### config.mk
export PLATFORM = sky130hd
export DESIGN_NAME = bp_trigger_unit
export DESIGN_NICKNAME = d
export VERILOG_FILES = /design/src/rtl/bp_pkg.sv /design/src/rtl/bp_lane_decode.sv /design/src/rtl/bp_data_cmp.sv /design/src/rtl/bp_addr_cmp.sv /design/src/rtl/bp_pc_cmp.sv /design/src/rtl/bp_trigger_unit.sv
export SDC_FILE = /design/constraint.sdc
export NUM_CORES = 1
export LEC_CHECK = 0
export ABC_AREA = 0
export BUFFER_PORTS_ARGS = -buffer_cell sky130_fd_sc_hd__buf_2
export CAP_MARGIN = 10
export CELL_PAD_IN_SITES_DETAIL_PLACEMENT = 0
export CELL_PAD_IN_SITES_GLOBAL_PLACEMENT = 1
export CORE_MARGIN = 3
export CORE_UTILIZATION = 24
export CTS_BUF_LIST = sky130_fd_sc_hd__clkbuf_16
export DETAILED_ROUTE_END_ITERATION = 12
export PLACE_DENSITY_LB_ADDON = 0.1
export SLEW_MARGIN = 5
export SYNTH_ARGS = -nofsm -noshare
export SYNTH_HDL_FRONTEND = slang
export SYNTH_SLANG_ARGS = --single-unit
### constraint.sdc
create_clock -name clk -period 2.5 [get_ports clk]
set_input_delay 0.25 -clock clk [delete_from_list [all_inputs] [get_ports clk]]
set_output_delay 0.25 -clock clk [all_outputs]
set_load 0.03 [all_outputs]
### src/rtl/bp_pkg.sv
package bp_pkg;

    localparam int DATA_W    = 32;
    localparam int NUM_BYTES = DATA_W / 8;
    localparam int NUM_LANES = 7;
    localparam int SLICE_W   = 16;
    localparam int USED_W    = 13;

    // Bus access size codes
    typedef enum logic [1:0] {
        SZ_BYTE = 2'b00,
        SZ_WORD = 2'b01,
        SZ_LONG = 2'b10,
        SZ_NONE = 2'b11
    } bus_size_e;

    // One level of control, MSB first: bit 12 down to bit 0
    typedef struct packed {
        logic en_long;    // 12
        logic en_wlo;     // 11
        logic en_whi;     // 10
        logic en_b0;      // 9  bits 7:0
        logic en_b1;      // 8  bits 15:8
        logic en_b2;      // 7  bits 23:16
        logic en_b3;      // 6  bits 31:24
        logic data_inv;   // 5
        logic addr_out;   // 4
        logic addr_win;   // 3
        logic addr_eq;    // 2
        logic pc_en;      // 1
        logic pc_inv;     // 0
    } lvl_ctrl_t;

    // Lane vector order, index 6 down to 0, mirrors control bits 12:6
    typedef struct packed {
        logic lng;
        logic wlo;
        logic whi;
        logic b0;
        logic b1;
        logic b2;
        logic b3;
    } lane_vec_t;

endpackage

### src/rtl/bp_lane_decode.sv
module bp_lane_decode
    import bp_pkg::*;
(
    input  logic [1:0] size_i,
    input  logic [1:0] addr_lsb_i,
    output lane_vec_t  cov_o
);

    logic [NUM_BYTES-1:0] drv_d;   // bit 3 = bits 31:24

    always_comb begin
        drv_d = '0;
        unique case (bus_size_e'(size_i))
            SZ_BYTE: drv_d = 4'b1000 >> addr_lsb_i;
            SZ_WORD: drv_d = addr_lsb_i[1] ? 4'b0011 : 4'b1100;
            SZ_LONG: drv_d = 4'b1111;
            default: drv_d = '0;
        endcase
    end

    always_comb begin
        cov_o.lng = &drv_d;
        cov_o.whi = drv_d[3] & drv_d[2];
        cov_o.wlo = drv_d[1] & drv_d[0];
        cov_o.b3  = drv_d[3];
        cov_o.b2  = drv_d[2];
        cov_o.b1  = drv_d[1];
        cov_o.b0  = drv_d[0];
    end

endmodule

### src/rtl/bp_data_cmp.sv
module bp_data_cmp
    import bp_pkg::*;
(
    input  logic [DATA_W-1:0] data_i,
    input  logic [DATA_W-1:0] ref_i,
    input  lane_vec_t         cov_i,
    input  lvl_ctrl_t         ctrl_i,
    output logic              en_o,
    output logic              hit_o
);

    logic [NUM_BYTES-1:0] byte_eq_d;
    lane_vec_t            lane_eq_d;
    lane_vec_t            lane_en_d;
    lane_vec_t            lane_res_d;

    for (genvar b = 0; b < NUM_BYTES; b++) begin : g_byte
        assign byte_eq_d[b] = (data_i[b*8 +: 8] == ref_i[b*8 +: 8]);
    end

    always_comb begin
        lane_eq_d.lng = &byte_eq_d;
        lane_eq_d.whi = byte_eq_d[3] & byte_eq_d[2];
        lane_eq_d.wlo = byte_eq_d[1] & byte_eq_d[0];
        lane_eq_d.b3  = byte_eq_d[3];
        lane_eq_d.b2  = byte_eq_d[2];
        lane_eq_d.b1  = byte_eq_d[1];
        lane_eq_d.b0  = byte_eq_d[0];

        lane_en_d  = lane_vec_t'(ctrl_i[USED_W-1 -: NUM_LANES]);
        lane_res_d = lane_vec_t'(lane_en_d & cov_i &
                                 (lane_eq_d ^ {NUM_LANES{ctrl_i.data_inv}}));
        en_o  = |lane_en_d;
        hit_o = |lane_res_d;
    end

endmodule

### src/rtl/bp_addr_cmp.sv
module bp_addr_cmp
    import bp_pkg::*;
#(
    parameter int ADDR_W = 32
) (
    input  logic [ADDR_W-1:0] addr_i,
    input  logic [ADDR_W-1:0] lo_i,
    input  logic [ADDR_W-1:0] hi_i,
    input  lvl_ctrl_t         ctrl_i,
    output logic              en_o,
    output logic              hit_o
);

    logic eq_d;
    logic in_win_d;

    always_comb begin
        eq_d     = (addr_i == lo_i);
        in_win_d = (addr_i >= lo_i) && (addr_i <= hi_i);
        en_o     = ctrl_i.addr_eq | ctrl_i.addr_win | ctrl_i.addr_out;
        hit_o    = (ctrl_i.addr_eq  &  eq_d)
                 | (ctrl_i.addr_win &  in_win_d)
                 | (ctrl_i.addr_out & ~in_win_d);
    end

endmodule

### src/rtl/bp_pc_cmp.sv
module bp_pc_cmp
    import bp_pkg::*;
#(
    parameter int PC_W = 32
) (
    input  logic [PC_W-1:0] pc_i,
    input  logic [PC_W-1:0] base_i,
    input  logic [PC_W-1:0] mask_i,
    input  lvl_ctrl_t       ctrl_i,
    output logic            en_o,
    output logic            hit_o
);

    logic inside_d;

    always_comb begin
        inside_d = (((pc_i ^ base_i) & ~mask_i) == '0);
        en_o     = ctrl_i.pc_en;
        hit_o    = inside_d ^ ctrl_i.pc_inv;
    end

endmodule

### src/rtl/bp_trigger_unit.sv
module bp_trigger_unit
    import bp_pkg::*;
#(
    parameter int ADDR_W = 32,
    parameter int PC_W   = 32,
    parameter int LEVELS = 2
) (
    input  logic                      clk,
    input  logic                      rst_n,
    input  logic [SLICE_W*LEVELS-1:0] ctrl_i,
    input  logic [DATA_W-1:0]         data_ref_i,
    input  logic [ADDR_W-1:0]         addr_lo_i,
    input  logic [ADDR_W-1:0]         addr_hi_i,
    input  logic [PC_W-1:0]           pc_base_i,
    input  logic [PC_W-1:0]           pc_mask_i,
    input  logic                      bus_valid_i,
    input  logic [ADDR_W-1:0]         bus_addr_i,
    input  logic [1:0]                bus_size_i,
    input  logic [DATA_W-1:0]         bus_data_i,
    input  logic [PC_W-1:0]           pc_i,
    output logic [LEVELS-1:0]         trig_o
);

    typedef struct packed {
        logic [LEVELS-1:0] trig;
    } state_t;

    state_t    st_d, st_q;
    lane_vec_t cov_w;

    logic [LEVELS-1:0] d_en, d_hit, a_en, a_hit, p_en, p_hit, lvl_match;

    bp_lane_decode u_lanes (
        .size_i     (bus_size_i),
        .addr_lsb_i (bus_addr_i[1:0]),
        .cov_o      (cov_w)
    );

    for (genvar l = 0; l < LEVELS; l++) begin : g_lvl
        lvl_ctrl_t c_w;
        logic [SLICE_W-USED_W-1:0] unused_spare;

        assign c_w          = lvl_ctrl_t'(ctrl_i[l*SLICE_W +: USED_W]);
        assign unused_spare = ctrl_i[l*SLICE_W+USED_W +: SLICE_W-USED_W];

        bp_data_cmp u_data (
            .data_i (bus_data_i),
            .ref_i  (data_ref_i),
            .cov_i  (cov_w),
            .ctrl_i (c_w),
            .en_o   (d_en[l]),
            .hit_o  (d_hit[l])
        );

        bp_addr_cmp #(.ADDR_W(ADDR_W)) u_addr (
            .addr_i (bus_addr_i),
            .lo_i   (addr_lo_i),
            .hi_i   (addr_hi_i),
            .ctrl_i (c_w),
            .en_o   (a_en[l]),
            .hit_o  (a_hit[l])
        );

        bp_pc_cmp #(.PC_W(PC_W)) u_pc (
            .pc_i   (pc_i),
            .base_i (pc_base_i),
            .mask_i (pc_mask_i),
            .ctrl_i (c_w),
            .en_o   (p_en[l]),
            .hit_o  (p_hit[l])
        );

        assign lvl_match[l] = (d_en[l] | a_en[l] | p_en[l])
                            & (~d_en[l] | d_hit[l])
                            & (~a_en[l] | a_hit[l])
                            & (~p_en[l] | p_hit[l]);

        // An unarmed level stays quiet
        assert_unarmed_quiet_R3: assert property (@(posedge clk) disable iff (!rst_n)
            (bus_valid_i && !d_en[l] && !a_en[l] && !p_en[l]) |=> !trig_o[l]);

        // Both window senses together cover every address
        assert_window_cover_R8: assert property (@(posedge clk) disable iff (!rst_n)
            (c_w.addr_win && c_w.addr_out) |-> a_hit[l]);

        // Full mask with in-region sense always matches
        assert_full_mask_R9: assert property (@(posedge clk) disable iff (!rst_n)
            (c_w.pc_en && !c_w.pc_inv && (&pc_mask_i)) |-> p_hit[l]);

        // No data enable, no data hit, even with inversion
        assert_data_off_R7: assert property (@(posedge clk) disable iff (!rst_n)
            (c_w[USED_W-1 -: NUM_LANES] == '0) |-> !d_hit[l]);

        // Reserved size drives no lane
        assert_no_lane_R11: assert property (@(posedge clk) disable iff (!rst_n)
            (bus_size_i == SZ_NONE) |-> !d_hit[l]);

        // A trigger follows a valid bus cycle
        assert_trig_after_valid_R2: assert property (@(posedge clk) disable iff (!rst_n)
            trig_o[l] |-> $past(bus_valid_i));
    end

    always_comb begin
        st_d      = st_q;
        st_d.trig = bus_valid_i ? lvl_match : '0;
    end

    always_ff @(posedge clk) begin
        if (!rst_n) st_q <= '0;
        else        st_q <= st_d;
    end

    assign trig_o = st_q.trig;

    assert_idle_quiet_R2: assert property (@(posedge clk) disable iff (!rst_n)
        !bus_valid_i |=> (trig_o == '0));

    // Groups combine by AND: a single enabled group that misses blocks the level
    assert_and_combine_R10: assert property (@(posedge clk) disable iff (!rst_n)
        (bus_valid_i && a_en[0] && !a_hit[0]) |=> !trig_o[0]);

endmodule

==> metrics.yaml <==
floorplanning:
  initial_core_util: 0.247
  core_sq_mm: 0.0121
  die_width_um: 117
  top_level_ports: 295
  dieArea_sq_mm: 0.0138
  die_h_um: 117
  num_rows: 40
timing:
  whs_ns: 0.327
  setup_viol: 0
  finalCritPeriodShare: 0.900
  finalHoldViolCount: 0
  relSlewSlack: 0.593
  rsz0062_at_grt: "no"
  tightest_slew_ns: 0.607
  max_freq_mhz: 444
  slew_viol_final: 0
  period_minus_slack_ns: 2.25
layout:
  drive_above_1_share: 0.448
  largest_reg_flops: 2
  nFillCells: 1341
  area_delta_synth_final_pct: 58.1
  fin_cells: 859
  final_net_count: 1049
  fin_util: 0.391
drt:
  drtAntennaViolNets: 0
  drc: 0
  vias: 3802
  drt_iter0_drc: 67
  post_drt_via_cell_ratio: 4.43
  wl_um: 11900
  wl_per_cell_um: 13.8
  first_pass_iters: 4
synth:
  netlist_area_sq_mm: 0.00298
  synth.net_count: 756
  ys_ff_latch: 2
  synth_cell_types: 49
  synthCells: 399
  yosysSeqAreaShare: 0.0134
  postSynth.asyncResetShare: 0
  yosysWarnings: 0
  postSynthAreaPerCell_sq_um: 7.48
  ys.flop_type: "dfxtp_1"
  synth_edf_count: 0
power_and_ir_drop:
  power_density_mw_per_mm2: 205
  p_leak_nw: 2.60
  ir_worst_vdd_mv: 0.222
cts:
  clockRootBuffer: "clkbuf_16"
  post_cts_buffers: 0
  holdBufCountCts: 0
  cts_tree: "done"
  cts_made_buffers: 3
  htree_levels: 1
  clockBufferDepth: 2
  cts.sinks: 2
  clkTransAtPathRegs_ns: 0.03
  post_cts_resized: 0
critical_path:
  cp.required_ns: 2.64
  crit_path_start_kind: "input pin"
  crit_path_end_kind: "flop"
  crit_type: "in -> reg"
  critical_path_arrival_ns: 2.39
  cp_max_fo: 3
run:
  drv_cap: 0
worst_hold_path:
  min_path_type: "in -> reg"
global_routing:
  grtUsageTotal: 0.160
  antenna_found_initial: 4
  grt_overflow: 0
  grt_max_degree: 11
  grt_pass1_wl_um: 18400
  grt_pass1_vias: 4002
place:
  gp_congestion: 0.872
  place_hpwl_um: 11400
  portBuffers: 288
  dp.cells: 855
run_status:
  status: "completed"
[cell usage in the layout, fill, tap and decap left out, drive strengths merged, types with 3 or more instances in the layout]
cell     count
buf        289
nor4        13
nand2b       3
o31ai        5
nand2       21
a21oi       31
a21o         6
a21boi       3
xor2        21
nor2        13
ha          64
o211ai       4
xnor2       51
o22ai       19
clkbuf       3
o21ai        9
nand4       19
a311oi       5
a2111oi      3
nand3       10
nor3         4
nor2b        4
inv         66
a211oi       3
[stage by stage]
stage,worst slack (ns),TNS (ns),power [mW],area (sq um)
CTS,0.204,0,0.980,4710
floorplan,0.422,0,0.402,2980
detailed placement,-0.0156,-0.0156,0.733,4640
global route,0.0908,0,1.07,4720
finish,0.250,0,0.967,4720
global placement,0.0532,0,0.722,4640
[layer usage]
layer | track usage | wire, um | share of wire
met3 | 0.0404 | 931 | 0.079
met2 | 0.328 | 6570 | 0.55
met4 | 0.0183 | 43 | 0.0036
met1 | 0.166 | 4260 | 0.36
met5 | 0 | 47 | 0.0040
[logic make-up (layout without fill, tap and decap cells)]
logic type                 count (synthesis)  count (layout)  share of synthesized area
DFF                                        2               2                     0.0134
and+or+nand+nor                           95              95                      0.187
muxes                                      2               2                    0.00671
adders and majority gates                 64              64                      0.268
other                                      0               1                          0
xor gates and xnor gates                  72              72                      0.211
AOI/OAI and AO/OA                         97              97                      0.229
buffers and inverters                     67             358                     0.0843
[worst paths after layout]
check	start	endpoint	slack, ns	depth (start not counted)
hold / removal	ctrl_i[17]	trig_o[1]	0.33	3
setup / recovery	addr_hi_i[29]	trig_o[1]	0.25	11
[synthesized netlist by cell type (6+ instances only)]
| library cell | number | area, sq um |
|---|---|---|
| a21o_1 | 6 | 45.0 |
| a21oi_1 | 30 | 150 |
| ha_1 | 64 | 801 |
| inv_1 | 66 | 248 |
| nand2_1 | 21 | 78.8 |
| nand3_1 | 10 | 50.1 |
| nand4_1 | 16 | 100 |
| nor2_1 | 13 | 48.8 |
| nor4_1 | 11 | 68.8 |
| o22ai_1 | 19 | 119 |
| xnor2_1 | 51 | 447 |
| xor2_1 | 21 | 184 |
[critical path, cell delays in order]
cell       delay (ns)
buf_2            0.08
inv_1            0.03
ha_1             0.30
a21oi_1          0.19
o21ai_2          0.10
a2111oi_4        0.42
o211ai_1         0.19
o311ai_2         0.31
o31ai_2          0.15
mux2i_1          0.15
a211oi_2         0.22
[area by class of cell]
class	instances	area (sq um)	share of cell area
multi-input combinational	330	2690	0.571
timing repair buffer	289	1450	0.307
inverter	66	248	0.0525
tap	168	210	0.0446
clock buffer	3	75.1	0.0159
sequential	2	40.0	0.00849
antenna	1	2.50	0.000531
[power by group]
group          internal, mW  leakage (nW)  switching, mW
Combinational         0.375          2.54          0.318
Sequential           0.0335        0.0162       0.000199
Clock                 0.204        0.0370         0.0371
No activity file was read; power rests on OpenSTA's default activity.
